<file path="config.mk">
export PLATFORM = sky130hd
export DESIGN_NAME = i2c2r_slave
export DESIGN_NICKNAME = d
export VERILOG_FILES = /design/src/rtl/i2c2r_pkg.sv /design/src/rtl/i2c2r_sync.sv /design/src/rtl/i2c2r_regs.sv /design/src/rtl/i2c2r_link.sv /design/src/rtl/i2c2r_slave.sv
export SDC_FILE = /design/constraint.sdc
export NUM_CORES = 1
export LEC_CHECK = 0
export BUFFER_PORTS_ARGS = -buffer_cell sky130_fd_sc_hd__buf_2
export CAP_MARGIN = 20
export CORE_MARGIN = 8
export CORE_UTILIZATION = 25
export CTS_CLUSTER_DIAMETER = 50
export DETAILED_ROUTE_END_ITERATION = 8
export PLACE_DENSITY_LB_ADDON = 0.1
export SLEW_MARGIN = 20
export SYNTH_ARGS = -nofsm -noshare
export SYNTH_HDL_FRONTEND = slang
export SYNTH_SLANG_ARGS = --single-unit
</file>
<file path="constraint.sdc">
create_clock -name clk -period 2.5 [get_ports clk]
set_input_delay 0 -clock clk [delete_from_list [all_inputs] [get_ports clk]]
set_output_delay 0 -clock clk [all_outputs]
set_load 0.05 [all_outputs]
</file>
<file path="src/rtl/i2c2r_pkg.sv">
package i2c2r_pkg;
   localparam int unsigned NREG = 2;

   typedef enum logic [2:0] {
      ST_IDLE,
      ST_ADDR,
      ST_PTR,
      ST_WDAT,
      ST_ACK,
      ST_RD,
      ST_RACK,
      ST_SKIP
   } link_st_e;
endpackage

</file>
<file path="src/rtl/i2c2r_sync.sv">
module i2c2r_sync #(
   parameter int unsigned STAGES = 2
) (
   input  logic clk,
   input  logic rst_n,
   input  logic scl_i,
   input  logic sda_i,
   output logic scl_s,
   output logic sda_s,
   output logic scl_rise,
   output logic scl_fall,
   output logic start_det,
   output logic stop_det
);
   logic [STAGES-1:0] scl_ch, sda_ch;
   logic              scl_q, sda_q;

   always_ff @(posedge clk) begin
      if (!rst_n) begin
         scl_ch <= '1;
         sda_ch <= '1;
         scl_q  <= 1'b1;
         sda_q  <= 1'b1;
      end else begin
         scl_ch <= {scl_ch[STAGES-2:0], scl_i};
         sda_ch <= {sda_ch[STAGES-2:0], sda_i};
         scl_q  <= scl_ch[STAGES-1];
         sda_q  <= sda_ch[STAGES-1];
      end
   end

   assign scl_s     = scl_ch[STAGES-1];
   assign sda_s     = sda_ch[STAGES-1];
   assign scl_rise  = scl_s & ~scl_q;
   assign scl_fall  = ~scl_s & scl_q;
   assign start_det = scl_s & scl_q & sda_q & ~sda_s;
   assign stop_det  = scl_s & scl_q & ~sda_q & sda_s;
endmodule

</file>
<file path="src/rtl/i2c2r_regs.sv">
module i2c2r_regs #(
   parameter int unsigned DATA_W = 8,
   parameter int unsigned NREG   = 2
) (
   input  logic                         clk,
   input  logic                         rst_n,
   input  logic                         clear_i,
   input  logic [NREG-1:0]              we_i,
   input  logic [DATA_W-1:0]            wdata_i,
   output logic [NREG-1:0][DATA_W-1:0]  regs_o
);
   for (genvar g = 0; g < NREG; g++) begin : g_reg
      always_ff @(posedge clk) begin
         if (!rst_n)         regs_o[g] <= '0;
         else if (clear_i)   regs_o[g] <= '0;
         else if (we_i[g])   regs_o[g] <= wdata_i;
      end
   end
endmodule

</file>
<file path="src/rtl/i2c2r_link.sv">
module i2c2r_link
   import i2c2r_pkg::*;
#(
   parameter logic [6:0]  SLAVE_ADDR = 7'h2C,
   parameter int unsigned DATA_W     = 8
) (
   input  logic                         clk,
   input  logic                         rst_n,
   input  logic                         sda_s,
   input  logic                         scl_rise,
   input  logic                         scl_fall,
   input  logic                         start_det,
   input  logic                         stop_det,
   input  logic [NREG-1:0][DATA_W-1:0]  regs_i,
   output logic                         sda_oe_o,
   output logic [NREG-1:0]              we_o,
   output logic [DATA_W-1:0]            wdata_o
);
   localparam int unsigned CNT_W = $clog2(DATA_W + 1);
   localparam logic [CNT_W-1:0] CNT_FULL = CNT_W'(DATA_W);
   localparam logic [1:0] IDX_SAT = 2'd2;

   link_st_e          st, ack_next;
   logic [CNT_W-1:0]  cnt;
   logic [DATA_W-1:0] sr, tx, ptr;
   logic [1:0]        idx, idx_inc;
   logic              mack;
   logic [NREG-1:0]   sel_cur, sel_next;
   logic [DATA_W-1:0] rd_cur, rd_next;

   function automatic logic [NREG-1:0] sel_of(logic [DATA_W-1:0] p, logic [1:0] i);
      logic [DATA_W:0] t;
      logic [NREG-1:0] s;
      t = {1'b0, p} + {{(DATA_W-1){1'b0}}, i};
      for (int j = 0; j < NREG; j++) s[j] = (t == (DATA_W+1)'(j));
      return s;
   endfunction

   function automatic logic [DATA_W-1:0] rd_of(logic [NREG-1:0] s,
                                                logic [NREG-1:0][DATA_W-1:0] r);
      logic [DATA_W-1:0] v;
      v = '0;
      for (int j = 0; j < NREG; j++) v = v | (r[j] & {DATA_W{s[j]}});
      return v;
   endfunction

   assign idx_inc  = (idx == IDX_SAT) ? idx : idx + 2'd1;
   assign sel_cur  = sel_of(ptr, idx);
   assign sel_next = sel_of(ptr, idx_inc);
   assign rd_cur   = rd_of(sel_cur, regs_i);
   assign rd_next  = rd_of(sel_next, regs_i);

   always_ff @(posedge clk) begin
      if (!rst_n) begin
         st       <= ST_IDLE;
         ack_next <= ST_IDLE;
         cnt      <= '0;
         sr       <= '0;
         tx       <= '0;
         ptr      <= '0;
         idx      <= '0;
         mack     <= 1'b0;
         sda_oe_o <= 1'b0;
         we_o     <= '0;
         wdata_o  <= '0;
      end else begin
         we_o <= '0;
         if (start_det) begin
            st       <= ST_ADDR;
            cnt      <= '0;
            sda_oe_o <= 1'b0;
         end else if (stop_det) begin
            st       <= ST_IDLE;
            sda_oe_o <= 1'b0;
         end else begin
            case (st)
               ST_ADDR, ST_PTR, ST_WDAT: begin
                  if (scl_rise && cnt != CNT_FULL) begin
                     sr  <= {sr[DATA_W-2:0], sda_s};
                     cnt <= cnt + 1'b1;
                  end else if (scl_fall && cnt == CNT_FULL) begin
                     cnt <= '0;
                     if (st == ST_ADDR) begin
                        if (sr[DATA_W-1:1] == SLAVE_ADDR) begin
                           sda_oe_o <= 1'b1;
                           idx      <= '0;
                           st       <= ST_ACK;
                           ack_next <= sr[0] ? ST_RD : ST_PTR;
                        end else begin
                           st <= ST_SKIP;
                        end
                     end else if (st == ST_PTR) begin
                        ptr      <= sr;
                        idx      <= '0;
                        sda_oe_o <= 1'b1;
                        st       <= ST_ACK;
                        ack_next <= ST_WDAT;
                     end else begin
                        we_o     <= sel_cur;
                        wdata_o  <= sr;
                        idx      <= idx_inc;
                        sda_oe_o <= 1'b1;
                        st       <= ST_ACK;
                        ack_next <= ST_WDAT;
                     end
                  end
               end
               ST_ACK: begin
                  if (scl_fall) begin
                     st  <= ack_next;
                     cnt <= '0;
                     if (ack_next == ST_RD) begin
                        tx       <= rd_cur;
                        sda_oe_o <= ~rd_cur[DATA_W-1];
                     end else begin
                        sda_oe_o <= 1'b0;
                     end
                  end
               end
               ST_RD: begin
                  if (scl_rise) begin
                     cnt <= cnt + 1'b1;
                  end else if (scl_fall) begin
                     if (cnt == CNT_FULL) begin
                        sda_oe_o <= 1'b0;
                        st       <= ST_RACK;
                     end else begin
                        tx       <= {tx[DATA_W-2:0], 1'b0};
                        sda_oe_o <= ~tx[DATA_W-2];
                     end
                  end
               end
               ST_RACK: begin
                  if (scl_rise) begin
                     mack <= ~sda_s;
                  end else if (scl_fall) begin
                     if (mack) begin
                        idx      <= idx_inc;
                        tx       <= rd_next;
                        sda_oe_o <= ~rd_next[DATA_W-1];
                        cnt      <= '0;
                        st       <= ST_RD;
                     end else begin
                        st <= ST_SKIP;
                     end
                  end
               end
               default: ;
            endcase
         end
      end
   end
endmodule

</file>
<file path="src/rtl/i2c2r_slave.sv">
module i2c2r_slave
   import i2c2r_pkg::*;
#(
   parameter logic [6:0]  SLAVE_ADDR  = 7'h2C,
   parameter int unsigned DATA_W      = 8,
   parameter int unsigned SYNC_STAGES = 2
) (
   input  logic              clk,
   input  logic              rst_n,
   input  logic              clear_i,
   input  logic              scl_i,
   input  logic              sda_i,
   output logic              sda_oe_o,
   output logic [DATA_W-1:0] reg0_o,
   output logic [DATA_W-1:0] reg1_o
);
   if (DATA_W != 8) begin : g_bad_width
      $error("i2c2r_slave: DATA_W must be 8");
   end
   if (SYNC_STAGES < 2) begin : g_bad_sync
      $error("i2c2r_slave: SYNC_STAGES must be at least 2");
   end
   if (SLAVE_ADDR[6:3] == 4'b0000 || SLAVE_ADDR[6:3] == 4'b1111) begin : g_bad_addr
      $error("i2c2r_slave: SLAVE_ADDR lies in a reserved range");
   end

   logic                        scl_s, sda_s, scl_rise, scl_fall, start_det, stop_det;
   logic [NREG-1:0]             we_vec;
   logic [DATA_W-1:0]           wdata;
   logic [NREG-1:0][DATA_W-1:0] regs;

   i2c2r_sync #(.STAGES(SYNC_STAGES)) u_sync (
      .clk, .rst_n, .scl_i, .sda_i,
      .scl_s, .sda_s, .scl_rise, .scl_fall, .start_det, .stop_det
   );

   i2c2r_link #(.SLAVE_ADDR(SLAVE_ADDR), .DATA_W(DATA_W)) u_link (
      .clk, .rst_n, .sda_s, .scl_rise, .scl_fall, .start_det, .stop_det,
      .regs_i(regs), .sda_oe_o, .we_o(we_vec), .wdata_o(wdata)
   );

   i2c2r_regs #(.DATA_W(DATA_W), .NREG(NREG)) u_regs (
      .clk, .rst_n, .clear_i, .we_i(we_vec), .wdata_i(wdata), .regs_o(regs)
   );

   assign reg0_o = regs[0];
   assign reg1_o = regs[1];
endmodule

</file>
# Word-level counts from Yosys, hierarchy flattened
# Cells that the tools add are included.
# W data, S select, Z words.
# classes
add_sub_neg,4
eq_ne,36
muxes,57
bitwise_logic,28
reduce_logical,24
# op_table
op,count
$mux W7,8
$mux W3,11
$and A8 B8 Y8,4
$mux W4,7
$reduce_and A9 Y1,3
$mux W2,12
$pmux W7 S3,1
$ne A4 B3 Y1 const B,5
$add A8 B2 Y9,2
$eq A9 B1 Y1 const B,2
$logic_not A9 Y1,2
$ne A2 B1 Y1 const B,8
$ne A4 B4 Y1 const B,4
$or A8 B8 Y8,2
$pmux W4 S4,1
$not A1 Y1,15
$mux W1,14
$reduce_and A7 Y1,2
$eq A3 B3 Y1 const B,4
$pmux W3 S4,1
$reduce_and A11 Y1,1
$ne A2 B2 Y1 const B,5
$reduce_and A10 Y1,1
$reduce_and A4 Y1,2
22 further kinds,32
# totals
reg_bits,69
input_bits,5
output_inout_bits,17
wordCells,167

# Logic depth before layout (Yosys ltp)
# depth
depth_word,11
ltp_mapped,9
mapped_depth_nobuf,9

# Cells and area by module
# From an unflattened synthesis, not the netlist that was laid out.
# hier_totals
hier_cells,402
area_unflattened_um2,3662.3
# by_module_without_submodules
module,n_inst,cells_each,area_each_um2,seq_area_each_um2
i2c2r_link,1,333,2846.5,940.9
i2c2r_regs,1,53,625.6,320.3
i2c2r_sync,1,16,190.2,120.1

# Least setup slack after synthesis
# No wires, ideal clock.
# synth_path
path_type,register to register
startpoint,register u_link.idx[1]
endpoint,register u_link.tx[0]
setup_time_ps,60
t_arrival_ps,2302
t_required_ps,2440
path_slack_ps,138
stages_incl_launch_ff,9
n_path_buf,0
synth_period_minus_slack_ps,2362
path_cell_list,dfxtp_1 -> inv_1 -> ha_1 -> ha_1 -> a21oi_1 -> or4b_1 -> a32o_1 -> nor4_1 -> o221a_1
# synth_between
elab_chain_len,10
elab_cells_between_ends,21
cone_classes,add/sub (3); eq/ne (3); mux (7); bitwise (6); reduce/logical (2)
# synth_lines
item,line,rtl
start: declaration,i2c2r_link.sv:26,"logic [1:0] idx, idx_inc;"
start signal: assignment,i2c2r_link.sv:101,idx <= idx_inc;
start signal: assignment,i2c2r_link.sv:138,idx <= idx_inc;
$add A2 B1 Y2 / $eq A2 B2 Y1 (equally long branches),i2c2r_link.sv:47,assign idx_inc = (idx == IDX_SAT) ? idx : idx + 2'd1;
$mux W2,i2c2r_link.sv:47,
$add A8 B2 Y9,i2c2r_link.sv:34,"t = {1'b0, p} + {{(DATA_W-1){1'b0}}, i};"
$eq A9 B1 Y1 / $logic_not A9 Y1 (equally long branches),i2c2r_link.sv:35,for (int j = 0; j < NREG; j++) s[j] = (t == (DATA_W+1)'(j));
$and A8 B8 Y8,i2c2r_link.sv:43,for (int j = 0; j < NREG; j++) v = v | (r[j] & {DATA_W{s[j]}});
$or A8 B8 Y8,i2c2r_link.sv:43,
$mux W7,i2c2r_link.sv:137,if (mack) begin
$mux W7,i2c2r_link.sv:136,end else if (scl_fall) begin
$mux W7,i2c2r_link.sv:134,if (scl_rise) begin
$pmux W7 S3 (*),i2c2r_link.sv:76,case (st)
end signal: assignment,i2c2r_link.sv:113,tx <= rd_cur;
end signal: assignment,i2c2r_link.sv:128,"tx <= {tx[DATA_W-2:0], 1'b0};"
end signal: assignment,i2c2r_link.sv:139,tx <= rd_next;
end: declaration,i2c2r_link.sv:25,"logic [DATA_W-1:0] sr, tx, ptr;"
# Every way passes the cells marked *; elsewhere a longest branch is shown, timed or not. The select of a mux whose other input is x is not followed.
# A chain may end at the register's enable or synchronous reset.

# Worst setup path after layout
# layout_path
startpoint,register u_link.idx[0]
endpoint,register u_link.tx[3]
# Same word-level chain as after synthesis.

==> flow_summary.json <==
{
  "p_total_uw": 2690,
  "wl_um": 9530,
  "hold_start": "rst_n",
  "maxSlewViolCount": 0,
  "area_delta_synth_final_pct": 20.5,
  "timing_worst_setup_path_type": "register to register",
  "grt_max_degree": 29,
  "netlist_top_cells_count": "dfxtp_1 (69), mux2i_1 (56), nor2_1 (40)",
  "path_clk_slew_ns": 0.06,
  "synth_edf_count": 0,
  "skew_ns": 0.00701,
  "grt_overflow": 0,
  "crit_fanout": 8,
  "ant_nets": 0,
  "r2r_setup_slack_ns": 0.06,
  "cp.arrival_ns": 2.72,
  "crit_chain": "inv_1, ha_1, ha_1, a21oi_1, or4b_1, a32o_2, nor4_1, o221a_1",
  "worstMarginPinSlew_ns": 0.760,
  "ir_drop_mv": 0.329,
  "clk_latency_ns": 0.34,
  "hold_class": "input port to register",
  "maxCapViolations": 0,
  "hold_path_end": "u_sync.scl_ch[0]",
  "dp_slack_ns": 0.0455,
  "floorplan.initialDensity_pct": 25.4,
  "worst-endpoint-required_ns": 2.78,
  "num-nets-final": 406,
  "grt_first_pass_wirelength_um": 15000,
  "synthCells": 365,
  "synth_most_common_cell": "dfxtp_1",
  "grt_use_total_pct": 10.8,
  "leakage_uw": 0.00167,
  "slowest_stage": "or4b_1",
  "cp_common_cell": "ha_1",
  "yosys_warnings": 0,
  "synth_nets": 379,
  "numPortBuffers": 21,
  "die_y_um": 134,
  "clk_root_buffer_cell": "clkbuf_16",
  "fin_ws_ns": 0.0641,
  "r2r_start": "u_link.idx[0]",
  "cts_buffers": 9,
  "design.die.area_um2": 17900,
  "grt_pass1_vias": 2683,
  "r2r-end": "u_link.tx[3]",
  "multiInputGateArea_um2": 2010,
  "antenna_cells": 0,
  "yosysTopAreaCell": "dfxtp_1",
  "wl_per_cell_um": 16.5,
  "ys_ff_latch": 69,
  "finalSetupTns_ns": 0,
  "avgViaCountPerCell": 4.75,
  "num-fill-cells": 1452,
  "async_reset_ff_share_pct": 0,
  "design.core.area_um2": 13700,
  "ys.flop_type": "dfxtp_1",
  "drt_pre_antenna_iters": 4,
  "finalSetupViolations": 0,
  "gp_congestion": 0.730,
  "regArea_um2": 1380,
  "placementRows": 43,
  "avgSynthCellArea_um2": 9.53,
  "dp_hpwl_um": 7020,
  "num_vias": 2743,
  "max_freq_mhz": 411,
  "ff2ff_path_depth": 8,
  "final_hold_viol_count": 0,
  "cts.htree.levels": 3,
  "status": "finished clean",
  "synth_area_leaders": "dfxtp_1 (40%), mux2i_1 (16%), nor2b_1 (4.7%)",
  "yosysSeqAreaShare_pct": 39.7,
  "pwr_density_cell_nw_per_um2": 643,
  "max_stage_delay_ns": 0.53,
  "first_iter_violations": 146,
  "syn-cell-area_um2": 3480,
  "cts_tree": "done",
  "antenna_found_initial": 0,
  "clk_path_buf_depth": 2,
  "synth.top_cell.area_share_pct": 39.7,
  "rsz0062_at_grt": "no",
  "relSlewSlack_pct": 49.2,
  "synth_cell_type_count": 56,
  "hold_depth": 2,
  "final_layout_size_suffix_gt1_share_pct": 15.6,
  "crit_path_start": "u_link.idx[0]",
  "endpoint_kind": "register",
  "period_needed_ns": 2.44,
  "drcViolationCount": 0,
  "fin_crit_sh_pct": 97.4,
  "io_pins": 22,
  "startpoint_type": "register",
  "clock-sinks": 69,
  "dieWidth_um": 134
}
==> timing repair <==
item / in CTS / in global routing
setup buffers: 0 / 0
hold endpoints to repair: 2 / 0
hold buffers: 2 / 0
setup endpoints to repair: 0 / 7
gates resized for setup: 0 / 2
==> sequential cells by signal, summed over array words and instances, names as in the netlist <==
register / flops
u_link.we_o: 2
u_sync.sda_ch: 2
u_sync.sda_q: 1
u_link.sr: 8
u_link.cnt: 4
u_link.ack_next: 3
u_sync.scl_q: 1
u_link.wdata_o: 8
u_link.st: 3
u_sync.scl_ch: 2
u_link.sda_oe_o: 1
u_regs.regs_o: 16
u_link.mack: 1
u_link.idx: 2
u_link.ptr: 8
u_link.tx: 7
==> cells by family (layout without fill, tap and decap cells) <==
| logic type | count (synthesis) | in the layout | share of synthesized area, % |
|---|---|---|---|
| buf+inv | 24 | 56 | 2.70 |
| compound gates | 61 | 61 | 13.8 |
| xor+xnor | 2 | 2 | 0.504 |
| flops | 69 | 69 | 39.7 |
| simple gates | 141 | 141 | 22.5 |
| mux | 59 | 59 | 17.1 |
| fa+ha+maj | 9 | 9 | 3.67 |
==> report_power, final <==
part           total, uW  internal, uW  switching (uW)
logic               84.9          31.6            53.3
clock network       1500           981             520
registers           1110          1100            4.17
==> worst max-delay path: cells and delay by family, from the launching register on <==
family          cells  cell delay [ns]
fa+ha+maj           2             0.59
simple gates        2             0.79
flops               1             0.33
buf+inv             1             0.06
compound gates      3             0.61
==> through the flow <==
| stage | util (%) | cell area (um2) | instances | hold slack [ns] |
|---|---|---|---|---|
| floorplan | - | 3480 | 365 | 0.101 |
| global placement | 27.8 | 3820 | 559 | 0.187 |
| detailed placement | 27.8 | 3820 | 559 | 0.185 |
| CTS | 30.5 | 4180 | 577 | 0.0867 |
| global route | 30.6 | 4190 | 577 | 0.120 |
| finish | 30.6 | 4190 | 577 | 0.0771 |
==> cell usage in the layout (no fill, tap or decap), drive strengths merged, types with 4 or more instances in the layout <==
master,Yosys,routed
nand2,12,12
o21ai,12,12
nand3b,6,6
inv,7,9
ha,7,7
o221ai,7,7
o221a,8,8
nand3,7,7
buf,4,31
nor4,8,8
dfxtp,69,69
a21oi,5,5
mux2i,56,56
nor2b,26,26
clkbuf,13,9
nand2b,14,14
a211oi,6,6
or2,4,4
nor2,40,40
nor3,5,5
==> how the worst max path moves through the flow <==
stage                        end  slack, ns  depth (start not counted)
finish              u_link.tx[3]       0.06                          8
global route        u_link.tx[4]      0.002                          8
CTS                 u_link.tx[0]       0.01                          8
detailed placement  u_link.tx[0]       0.05                          8
global placement    u_link.tx[2]       0.09                          8
floorplan           u_link.tx[0]       0.14                          8
==> routing by layer <==
metal	vias to the layer above	routed length (um)	share of wire [%]	GRT usage, %
met5	-	0	0	0
met2	44	4150	44	16.2
met3	15	336	3.5	1.94
met4	0	244	2.6	6.11
met1	1300	4790	50	14.3
li1	1384	-	-	-
==> layout make-up <==
class	instances	share of cell area, %
clock buffers	9	5.37
clock inverters	7	2.90
inverters	7	0.627
multi-input cells	272	48.0
flip-flops and latches	69	33.0
well taps	180	5.37
repair buffers	33	4.78
Note: power is estimated with default switching activity, not from simulation.
